==> config.mk <==
export PLATFORM = sky130hd
export DESIGN_NAME = ivtimer_top
export DESIGN_NICKNAME = d
export VERILOG_FILES = /design/src/rtl/ivtimer_pkg.sv /design/src/rtl/ivtimer_regs.sv /design/src/rtl/ivtimer_count.sv /design/src/rtl/ivtimer_route.sv /design/src/rtl/ivtimer_top.sv
export SDC_FILE = /design/constraint.sdc
export NUM_CORES = 1
export LEC_CHECK = 0
export ABC_CLOCK_PERIOD_IN_PS = 3100
export BUFFER_PORTS_ARGS = -buffer_cell sky130_fd_sc_hd__buf_2
export CELL_PAD_IN_SITES_DETAIL_PLACEMENT = 1
export CELL_PAD_IN_SITES_GLOBAL_PLACEMENT = 2
export CORE_ASPECT_RATIO = 0.75
export CORE_MARGIN = 4
export CORE_UTILIZATION = 37
export CTS_CLUSTER_SIZE = 16
export DETAILED_ROUTE_END_ITERATION = 10
export GPL_ROUTABILITY_DRIVEN = 0
export PLACE_DENSITY_LB_ADDON = 0.1
export SYNTH_ARGS = -nofsm -noshare
export SYNTH_HDL_FRONTEND = slang
export SYNTH_SLANG_ARGS = --single-unit
==> constraint.sdc <==
create_clock -name clk -period 3.1 [get_ports clk]
set_input_delay 0.155 -clock clk [delete_from_list [all_inputs] [get_ports clk]]
set_output_delay 0.155 -clock clk [all_outputs]
set_load 0.02 [all_outputs]
==> src/rtl/ivtimer_pkg.sv <==
// Shared constants for the interval timer: the offset of the control byte
// and the positions of its bits. Assumes the bus data width is one byte.
package ivtimer_pkg;
    localparam int BUS_W      = 8;
    localparam int CTRL_OFS   = 0;
    localparam int CTRL_EN_B  = 0;
    localparam int CTRL_RT_B  = 1;
    localparam int CTRL_BITS  = 2;
endpackage

==> src/rtl/ivtimer_regs.sv <==
// Register file of the timer: the control byte (enable, route) and the
// interval, held as byte lanes. Produces the combinational read mux and a
// one-cycle start strobe when the enable bit goes from 0 to 1.
// Assumes the interval byte lanes sit at offsets 1..IVAL_BYTES.
module ivtimer_regs
    import ivtimer_pkg::*;
#(
    parameter int IVAL_BYTES = 3,
    parameter int ADDR_W     = 2,
    localparam int IVAL_W    = IVAL_BYTES * BUS_W
) (
    input  logic              clk,
    input  logic              rst_n,
    input  logic [ADDR_W-1:0] bus_addr,
    input  logic              bus_wr,
    input  logic [BUS_W-1:0]  bus_wdata,
    output logic [BUS_W-1:0]  bus_rdata,
    output logic              en_q,
    output logic              route_q,
    output logic              start,
    output logic [IVAL_W-1:0] ival_q
);
    logic ctrl_wr;

    // Decode a write to the control byte and detect the off-to-on edge.
    always_comb begin
        ctrl_wr = bus_wr && (int'(bus_addr) == CTRL_OFS);
        start   = ctrl_wr && bus_wdata[CTRL_EN_B] && !en_q;
    end

    // Control byte storage.
    always_ff @(posedge clk) begin
        if (!rst_n) begin
            en_q    <= 1'b0;
            route_q <= 1'b0;
        end else if (ctrl_wr) begin
            en_q    <= bus_wdata[CTRL_EN_B];
            route_q <= bus_wdata[CTRL_RT_B];
        end
    end

    // One storage lane per interval byte.
    for (genvar g = 0; g < IVAL_BYTES; g++) begin : g_lane
        always_ff @(posedge clk) begin
            if (!rst_n)
                ival_q[g*BUS_W +: BUS_W] <= '0;
            else if (bus_wr && int'(bus_addr) == g + 1)
                ival_q[g*BUS_W +: BUS_W] <= bus_wdata;
        end

        // a write elsewhere leaves this lane unchanged.
        p_lane_keep_r3: assert property (@(posedge clk) disable iff (!rst_n)
            (bus_wr && int'(bus_addr) != g + 1) |=> $stable(ival_q[g*BUS_W +: BUS_W]));
    end

    // Combinational read mux.
    always_comb begin
        bus_rdata = '0;
        if (int'(bus_addr) == CTRL_OFS) begin
            bus_rdata[CTRL_EN_B] = en_q;
            bus_rdata[CTRL_RT_B] = route_q;
        end else begin
            for (int i = 0; i < IVAL_BYTES; i++)
                if (int'(bus_addr) == i + 1)
                    bus_rdata = ival_q[i*BUS_W +: BUS_W];
        end
    end
endmodule

==> src/rtl/ivtimer_count.sv <==
// Period counter: clears on the start strobe, counts while enabled, and
// flags a hit when the next count equals a non-zero interval, then wraps
// to zero. Assumes start is only raised while en is low.
module ivtimer_count #(
    parameter int CNT_W = 24
) (
    input  logic             clk,
    input  logic             rst_n,
    input  logic             en,
    input  logic             start,
    input  logic [CNT_W-1:0] ival,
    output logic             hit
);
    logic [CNT_W-1:0] cnt_q;
    logic [CNT_W-1:0] cnt_inc;

    // Next count and terminal-count compare.
    always_comb begin
        cnt_inc = cnt_q + 1'b1;
        hit     = en && (ival != '0) && (cnt_inc == ival);
    end

    // Counter register.
    always_ff @(posedge clk) begin
        if (!rst_n)
            cnt_q <= '0;
        else if (start)
            cnt_q <= '0;
        else if (en)
            cnt_q <= hit ? '0 : cnt_inc;
    end

    // the first cycle after an enable turn-on starts from zero.
    p_restart_r4: assert property (@(posedge clk) disable iff (!rst_n)
        (en && !$past(en)) |-> (cnt_q == '0));

    // the count is frozen while the timer stays disabled.
    p_hold_r9: assert property (@(posedge clk) disable iff (!rst_n)
        (!en && !$past(en)) |-> $stable(cnt_q));

    // a hit always wraps the counter to zero.
    p_wrap_r6: assert property (@(posedge clk) disable iff (!rst_n)
        hit |=> (cnt_q == '0));
endmodule

==> src/rtl/ivtimer_route.sv <==
// Request router: registers the hit into a one-cycle pulse on the line that
// the route flag selects at the moment of the hit.
module ivtimer_route (
    input  logic clk,
    input  logic rst_n,
    input  logic hit,
    input  logic route_nmi,
    output logic irq_q,
    output logic nmi_q
);
    // Pulse registers.
    always_ff @(posedge clk) begin
        if (!rst_n) begin
            irq_q <= 1'b0;
            nmi_q <= 1'b0;
        end else begin
            irq_q <= hit && !route_nmi;
            nmi_q <= hit && route_nmi;
        end
    end

    // the pulse lands on exactly the selected line.
    p_line_sel_r7: assert property (@(posedge clk) disable iff (!rst_n)
        $past(hit) |-> (nmi_q == $past(route_nmi)) && (irq_q == !$past(route_nmi)));

    // never both lines at once.
    p_one_line_r7: assert property (@(posedge clk) disable iff (!rst_n)
        $countones({irq_q, nmi_q}) <= 1);
endmodule

==> src/rtl/ivtimer_top.sv <==
// Interval timer top: byte-bus register file, period counter and request
// router. Assumes a single clock domain and a synchronous active-low reset.
module ivtimer_top
    import ivtimer_pkg::*;
#(
    parameter int IVAL_BYTES = 3,
    localparam int IVAL_W    = IVAL_BYTES * BUS_W,
    localparam int ADDR_W    = $clog2(IVAL_BYTES + 1)
) (
    input  logic              clk,
    input  logic              rst_n,
    input  logic [ADDR_W-1:0] bus_addr,
    input  logic              bus_wr,
    input  logic [BUS_W-1:0]  bus_wdata,
    output logic [BUS_W-1:0]  bus_rdata,
    output logic              irq_req,
    output logic              nmi_req
);
    logic              en_w;
    logic              route_w;
    logic              start_w;
    logic              hit_w;
    logic [IVAL_W-1:0] ival_w;

    ivtimer_regs #(.IVAL_BYTES(IVAL_BYTES), .ADDR_W(ADDR_W)) u_regs (
        .clk       (clk),
        .rst_n     (rst_n),
        .bus_addr  (bus_addr),
        .bus_wr    (bus_wr),
        .bus_wdata (bus_wdata),
        .bus_rdata (bus_rdata),
        .en_q      (en_w),
        .route_q   (route_w),
        .start     (start_w),
        .ival_q    (ival_w)
    );

    ivtimer_count #(.CNT_W(IVAL_W)) u_count (
        .clk   (clk),
        .rst_n (rst_n),
        .en    (en_w),
        .start (start_w),
        .ival  (ival_w),
        .hit   (hit_w)
    );

    ivtimer_route u_route (
        .clk       (clk),
        .rst_n     (rst_n),
        .hit       (hit_w),
        .route_nmi (route_w),
        .irq_q     (irq_req),
        .nmi_q     (nmi_req)
    );

    // a pulse only follows a cycle with a non-zero interval.
    p_zero_quiet_r8: assert property (@(posedge clk) disable iff (!rst_n)
        (irq_req || nmi_req) |-> ($past(ival_w) != '0));

    // no pulse follows a cycle in which the timer was disabled.
    p_idle_quiet_r9: assert property (@(posedge clk) disable iff (!rst_n)
        !$past(en_w) |-> !(irq_req || nmi_req));
endmodule

After elaboration in Yosys (flattened, before gate mapping). Index checks and enable logic that the tools add are counted.

Register bits after elaboration: 52. Latch bits: 0. Memory bits (writable): 0. ROM bits: 0. Word-level logic and storage cells: 35. Memories: 0.

Add/sub/neg operators: 1. $mul: 0. Div/mod/pow operators: 0. Order comparisons: 0. Equality and inequality tests: 4. Shifts and indexed selects: 0. Mux-type cells: 6. Bitwise operators: 1. Reduce and logical (&&, ||, !) cells: 15.

Operator list (count): adder 24 x 1 -> 24 bit, second input constant (1); == test 24 bit (1); 2-to-1 mux 24 bit (1); 2-to-1 mux 8 bit (3); nonzero test 24 bit (1); logical AND 1 bit (10); 2-to-1 mux 6 bit (1); == test 2 bit, second input constant (2); == test 2 x 1 -> 1 bit, second input constant (1); logical NOT 1 bit (2); logical NOT 2 bit (1); 2-to-1 mux 2 bit (1); OR reduction 2 bit (1); inverter 1 bit (1).

Longest topological paths before layout. Gate-level depths: netlist of the first run.

Depth in word-level cells: 5. Gate-level depth with buffers: 10. Depth with buffers taken out: 9.

Modules after synthesis. A second synthesis of the first run with hierarchy kept.

Cells, all modules: 397. Area total of the unflattened synthesis: 3475.8 um2.

By module, submodules not included: ivtimer_count (times used 1, cells each 279, area each 2182.1 um2, seq. area each 480.5 um2); ivtimer_regs (times used 1, cells each 114, area each 1237.4 um2, seq. area each 520.5 um2); ivtimer_route (times used 1, cells each 4, area each 56.3 um2, seq. area each 40.0 um2).

Worst setup path after synthesis of the first run. Ideal clock, no wire load.

Path type: flip-flop to flip-flop. From: reg u_count.cnt_q[0]. To: reg u_count.cnt_q[14]. Setup time: 122 ps. Data arrival time: 2470 ps. Setup slack: 508 ps. Stages on the path, launching flop included: 11. Buffers on the path: 1. Cells stage by stage: dfxtp_1 -> ha_1 -> nand2_1 -> or4_4 -> a31oi_1 -> mux2i_1 -> nor4_1 -> and4b_1 -> buf_4 -> nor2_1 -> a221o_1.

Cells in the longest elaborated chain, start to end: 4.

Ends and longest elaborated chain: start, declared (line ivtimer_count.sv:14) `logic [CNT_W-1:0] cnt_q;`; start signal, assigned (line ivtimer_count.sv:30) `cnt_q <= hit ? '0 : cnt_inc;`; adder 24 x 1 -> 24 bit * (line ivtimer_count.sv:19) `cnt_inc = cnt_q + 1'b1;`; == test 24 bit (line ivtimer_count.sv:20) `hit = en && (ival != '0) && (cnt_inc == ival);`; logical AND 1 bit (line ivtimer_count.sv:20); 2-to-1 mux 24 bit * (line ivtimer_count.sv:30).

Mark *: on every way between the ends. The rest lies on a longest branch, timed or not. A chain may end at the register's enable or synchronous reset.

Worst setup path in the final report of the first run.
From: reg u_count.cnt_q[1]. To: reg u_count.cnt_q[14].

The elaborated chain is that of the path after synthesis.

==> impl_metrics.toml, run 1 <==
[pwr]
ir_worst_vdd_mv = 0.236
p_seq_share_pct = 44.6
combPwrFrac_pct = 9.1
power_frac_clock_pct = 46.3
power_density_nw_per_um2 = 426
p_leak_nw = 1.61
p_switching_mw = 0.372
p_int_mw = 1.20
switching_share_pct = 23.7

[logic_synthesis]
ys_seq_elements = 52
synth-edff-count = 0
syn-cell-area_um2 = 3190
synth_top_cell_area_share_pct = 32.7
synth_cells = 375
async_flop_share_pct = 0
synth_nets = 390
yosysTopAreaCell = "dfxtp_1"
seq_area_frac_synth_pct = 32.7
postSynthAreaPerCell_um2 = 8.50
synth-main-ff-cell = "dfxtp_1"
synthTopCellsByArea = "dfxtp_1, xnor2_1, xor2_1, mux2i_1, nand2_1"
ys_warn_count = 0
synth_cell_types = 50

[placement]
place_area_um2 = 3490
hpwl_mm = 8.02
dp_slack_ns = 0.199
io_buffers = 22

[worst_setup_path]
cp-end-kind = "register"
r2r-start = "u_count.cnt_q[1]$_SDFFE_PP0P_"
crit_path_top_delay_cell = "or4_4"
crit_fanout = 14
arrival_ns = 3.08
slowest_delay_ns = 0.57
cp_top_family = "simple AND/OR/NAND/NOR gates"
r2r_slack_ns = 0.22
worstSetupEndpoint = "u_count.cnt_q[14]$_SDFFE_PP0P_"
cp_num_buf_inv = 1
critPathMostFrequentCell = "nor4_1"
crit_type = "register to register"
ff2ff_path_depth = 10
cp.depth = 10
required_ns = 3.29
cp-start-kind = "register"
r2r-end = "u_count.cnt_q[14]$_SDFFE_PP0P_"
cp_cell_sequence = "ha_1 > nand2_1 > or4_4 > a31oi_1 > mux2i_1 > nor4_1 > and4b_1 > buf_4 > nor4_1 > a221o_1"
crit_start = "u_count.cnt_q[1]$_SDFFE_PP0P_"

[cts]
tritoncts.num_buffers = 5
clock_latency_ns = 0.30
cts_htree_levels = 2
cts_sinks = 52
clock_path_buffers = 2
root_buffer = "clkbuf_16"
clkTransAtPathRegs_ns = 0.07
cts_tree = "yes"

[drt]
dr.pass1.iters = 4
drt_iter0_drc = 192
drc_errors = 0
wirelength_mm = 10.5
avgRoutedWirePerCell_um = 20.5
final_antenna_net_count = 0
viasPerCell = 5.65
routed-via-count = 2883

[timing]
setup-violations-final = 0
final_max_slew_viol_count = 0
setup_ws_ns = 0.215
finClkSkew_ns = 0.00798
fin_crit_ns = 2.88
grt_setup_unrepaired = "false"
tightest_slew_ns = 0.666
fin_setup_tns_ns = 0
period_share_pct = 93.1
hold_ws_ns = 0.131
relSlewSlack_pct = 55.5
hold_viol = 0
max_freq_ghz = 0.347

[grt]
grt_start_max_net_pins = 29
grt-ovfl-total = 0
grt_pass1_vias = 2900
grtUsageTotal_pct = 21.7
antenna_found_initial = 0
grt_pass1_wl_mm = 16.8

[die]
die_area_um2 = 10200
fp.dieW_um = 115
num_io_pins = 23
start_util_pct = 37.9
die_height_um = 88.4
core_um2 = 8420
num_rows = 29

[final_layout]
num-nets-final = 417
syn2layout_area_growth_pct = 15.5
layout_common_cells = "dfxtp_1, nand2_1, nor2_1, xnor2_1, xor2_1"
final_area_um2 = 3680
utilization_pct = 43.8
num_antenna_cells = 0
drive_gt1_share_pct = 17.4
final_common_cell = "dfxtp_1"

[status]
status = "completed"

[run]
cap_violations = 0

[min_path]
worst_hold_path_type = "input pin to register"
synth_stat cells, types with 2 or more instances:
library cell  count
nor4b_1           3
and2_1            2
nand2_1          33
nand3_2           2
nand4_1          17
nor2_1           27
or3_1             7
nand3_1          19
mux2i_1          18
xnor2_1          27
and4b_1           2
inv_1             6
a21oi_1          17
nand2b_1          2
a22o_1            7
ha_1              2
nand3b_1          2
a21o_1            8
mux4_2            2
mux2_2            5
dfxtp_1          52
nor3b_1           2
xor2_1           26
nor3_1           15
a211oi_1          3
and3_1           10
o21ai_0           6
buf_2             5
or2_2             3
clkbuf_1         14
nor4_1           12
tightest hold or removal path, cell delays in order:
cell	delay (ns)
buf_2	0.11
mux2i_1	0.07
nor2_1	0.07
sequential cells by signal, summed over array words and instances, names as in the netlist:
name / cells
u_count.cnt_q: 24
u_route.nmi_q: 1
u_regs.en_q: 1
u_route.irq_q: 1
u_regs.route_q: 1
u_regs.ival_q: 24
power groups by stage:
stage | combinational, mW | clock [mW] | sequential [mW]
floorplan | 0.0952 | 0 | 0.706
detailed placement | 0.141 | 0 | 0.715
finish | 0.142 | 0.726 | 0.700
global route | 0.155 | 0.762 | 0.701
CTS | 0.142 | 0.736 | 0.699
global placement | 0.139 | 0 | 0.715
layer usage:
layer	vias to the layer above	share of wire, %	GRT usage, %
li1	1405	-	-
met1	1426	52	30.8
met2	44	44	34.7
met3	8	3.4	3.49
met4	0	0.91	5.12
met5	-	0	0
per-stage QoR:
stage | std cells | power [mW]
after floorplan | 375 | 0.801
after detailed placement | 503 | 0.856
after global placement | 503 | 0.854
after CTS | 510 | 1.58
final | 510 | 1.57
after global routing | 510 | 1.62
worst min-delay path by stage:
stage	startpoint	end	slack, ns	cells past startpoint
detailed placement	bus_wdata[7]	u_regs.ival_q[7]$_SDFFE_PN0P_	0.44	3
floorplan	bus_wdata[0]	u_regs.ival_q[0]$_SDFFE_PN0P_	0.30	2
global route	bus_wdata[2]	u_regs.ival_q[10]$_SDFFE_PN0P_	0.14	3
CTS	bus_wdata[4]	u_regs.ival_q[4]$_SDFFE_PN0P_	0.13	3
finish	bus_wdata[2]	u_regs.ival_q[18]$_SDFFE_PN0P_	0.13	3
global placement	bus_wdata[3]	u_regs.ival_q[19]$_SDFFE_PN0P_	0.43	3
area by class of cell:
type | instances | area (um2)
inverter | 6 | 22.5
fill | 1017 | 4730
clock buffer | 5 | 125
multi-input combinational | 297 | 2050
tap | 108 | 135
clock inverter | 2 | 60.1
sequential | 52 | 1040
timing repair buffer | 40 | 245
logic make-up after synthesis:
logic type               after synthesis  synth area share [%]
AND/OR/NAND/NOR                      166                  29.1
adder cells (fa/ha/maj)                2                 0.785
buffers and inverters                 26                  3.38
flip-flops                            52                  32.7
XOR/XNOR                              53                  14.6
multiplexers                          25                  8.83
AO/OA/AOI/OAI                         51                  10.7
repair_timing:
item	CTS	global route
gates resized for setup	0	4
hold buffers	0	0
setup buffers	0	0
endpoints found under the setup margin	0	4
Note: power is estimated with default switching activity, not from simulation.
==> run 2: changes to the inputs <==
- ABC_AREA: not set -> 1
- CORE_UTILIZATION: 37 -> 34
==> run 2 against run 1 <==
- setup slack better by 0.27 ns
- combinational power is 34% higher
- cell count is 44% higher
- fmax is 10% higher
- via count is 33% higher
- final area is 10% higher
- area after synthesis is 17% higher
- largest cell class unchanged
- highest routed layer unchanged
==> impl_metrics.toml, run 2 <==
[logic_synthesis]
synth_nets = 597
synth-main-ff-cell = "dfxtp_1"
synth_top_family_by_area = "simple AND/OR/NAND/NOR gates"
synth_xor_area_share_pct = 2.48
synthSimpleGateAreaFrac_pct = 42.4
synthMuxAreaShare_pct = 0
syn-cell-area_um2 = 3730
synth.most_common_cell = "nand2_1"
synth-adder-area-share_pct = 0.670
postSynthAreaPerCell_um2 = 6.41
synth-edff-count = 0
synth_top_cell_area_share_pct = 27.9
ys_warn_count = 0
seq_area_frac_synth_pct = 27.9
synth-compound-area-share_pct = 16.8
synth_cell_types = 37
yosysTopAreaCell = "dfxtp_1"
synthTopCellsByArea = "dfxtp_1, nand2_1, nand3_1, inv_1, nand2_2"
yosys-top-cells-count = "nand2_1, inv_1, nor2_1"
async_flop_share_pct = 0
ys_seq_elements = 52
synth_cells = 582

[drt]
highest_layer = "met4"
viasPerCell = 5.23
routed-via-count = 3845
drc_errors = 0
drt-met1-wl_mm = 7.05
wirelength_mm = 13.3
wl_met3_um = 720
final_antenna_net_count = 0
dr.pass1.iters = 4
wl_met2_mm = 5.43
avgRoutedWirePerCell_um = 18.1
drt_iter0_drc = 290

[placement]
place_area_um2 = 3920
placed_cells = 727
hpwl_mm = 10.6
io_buffers = 22

[die]
die_area_um2 = 12700
num_io_pins = 23
fp.dieW_um = 129
die_height_um = 98.7
start_util_pct = 35.6
num_rows = 32
core_um2 = 10500

[cts]
clock_latency_ns = 0.30
cts_sinks = 52
post_cts_resized = 0
post_cts_buffers = 0
cts_tree = "yes"
clkTransAtPathRegs_ns = 0.07
tritoncts.num_buffers = 5
cts_htree_levels = 2
root_buffer = "clkbuf_16"
cts_hold_buffers = 0
clock_path_buffers = 2

[worst_setup_path]
cp-start-kind = "register"
crit_fanout = 24
cp-end-kind = "register"
crit_type = "register to register"
required_ns = 3.27
arrival_ns = 2.78

[timing]
fin_crit_ns = 2.61
max_freq_ghz = 0.383
finClkSkew_ns = 0.00974
relSlewSlack_pct = 65.7
setup-violations-final = 0
grt_setup_unrepaired = "false"
tightest_slew_ns = 0.514
final_max_slew_viol_count = 0
hold_viol = 0
period_share_pct = 84.3
fin_setup_tns_ns = 0

[final_layout]
syn2layout_area_growth_pct = 8.85
final_common_cell = "nand2_1"
num-nets-final = 613
utilization_pct = 38.7
layout_common_cells = "nand2_1, inv_1, nor2_1"
drive_gt1_share_pct = 18.5
num_antenna_cells = 0
final_area_um2 = 4060
reg.largest.list = "u_count.cnt_q (24), u_regs.ival_q (24)"
final-instance-count-excl-fill = 735

[pwr]
ir_worst_vdd_mv = 0.199
power_density_nw_per_um2 = 362
p_leak_nw = 1.65

[grt]
antenna_found_initial = 0
grt_pass1_vias = 3860
grt-ovfl-total = 0
grt_pass1_wl_mm = 21.1
grt_start_max_net_pins = 48
grtUsageTotal_pct = 21.2

[status]
status = "completed"

[min_path]
worst_hold_path_type = "input pin to register"

[run]
cap_violations = 0
## run 2: cell types whose count changed in the layout (fill, tap and decap cells not counted), sizes merged, moves of 24 or more
| cell | delta |
|---|---|
| nand2 | +169 |
| nand3 | +33 |
| xor2 | -24 |
| nor2 | +44 |
| inv | +61 |
| xnor2 | -27 |
| a21oi | +47 |
## run 2: metrics by stage
stage                     worst slack (ns)  total power, mW  hold WS, ns
final                                0.487             1.47        0.178
after CTS                            0.543             1.49        0.174
after global routing                 0.324             1.54        0.185
after floorplan                       1.11            0.844        0.293
after detailed placement             0.551            0.916        0.447
after global placement               0.598            0.913        0.454
## run 2: layer usage
layer	GRT usage (%)	vias up
met5	0	-
met4	3.07	0
met3	3.09	8
met2	30.7	80
met1	33.6	1859
li1	-	1898
## run 2: path summary, 6_finish.rpt
kind                                 startpoint                              to  slack (ns)  depth (start not counted)
hold / removal                     bus_wdata[2]  u_regs.ival_q[10]$_SDFFE_PN0P_        0.18                          3
setup reg to reg  u_count.cnt_q[0]$_SDFFE_PP0P_  u_count.cnt_q[18]$_SDFFE_PP0P_        0.49                         13
hold reg to reg     u_regs.route_q$_SDFFE_PN0P_        u_route.irq_q$_SDFF_PN0_        0.46                          1
setup / recovery  u_count.cnt_q[0]$_SDFFE_PP0P_  u_count.cnt_q[18]$_SDFFE_PP0P_        0.49                         13
## run 2: area by class of cell
cell class | instances | area [um2]
clock buffers | 6 | 129
clock inverters | 2 | 13.8
fillers | 1411 | 6430
inverters | 67 | 251
multi-input cells | 448 | 2330
flip-flops and latches | 52 | 1040
well taps | 136 | 170
repair buffers | 24 | 125
## run 2: where the power goes
group	switching [mW]	internal (mW)	leakage (nW)
Sequential	0.0253	0.685	0.422
Combinational	0.130	0.0605	1.16
Clock	0.268	0.302	0.0712
## run 2: cell families after synthesis
group           Yosys count
flops                    52
simple gates            339
buf+inv                  82
fa+ha+maj                 2
compound gates          102
xor+xnor                  5
## run 2: worst max-delay path, cell delays in order (launching register included)
cell     delay [ns]
dfxtp_1        0.51
inv_1          0.19
nor2_8         0.25
nand3_2        0.19
inv_1          0.11
nand3_1        0.19
nand3_1        0.15
nand2_1        0.08
nor2_1         0.12
nand2_2        0.08
nor2_4         0.12
nand2_4        0.25
nand2_2        0.16
a21oi_2        0.05
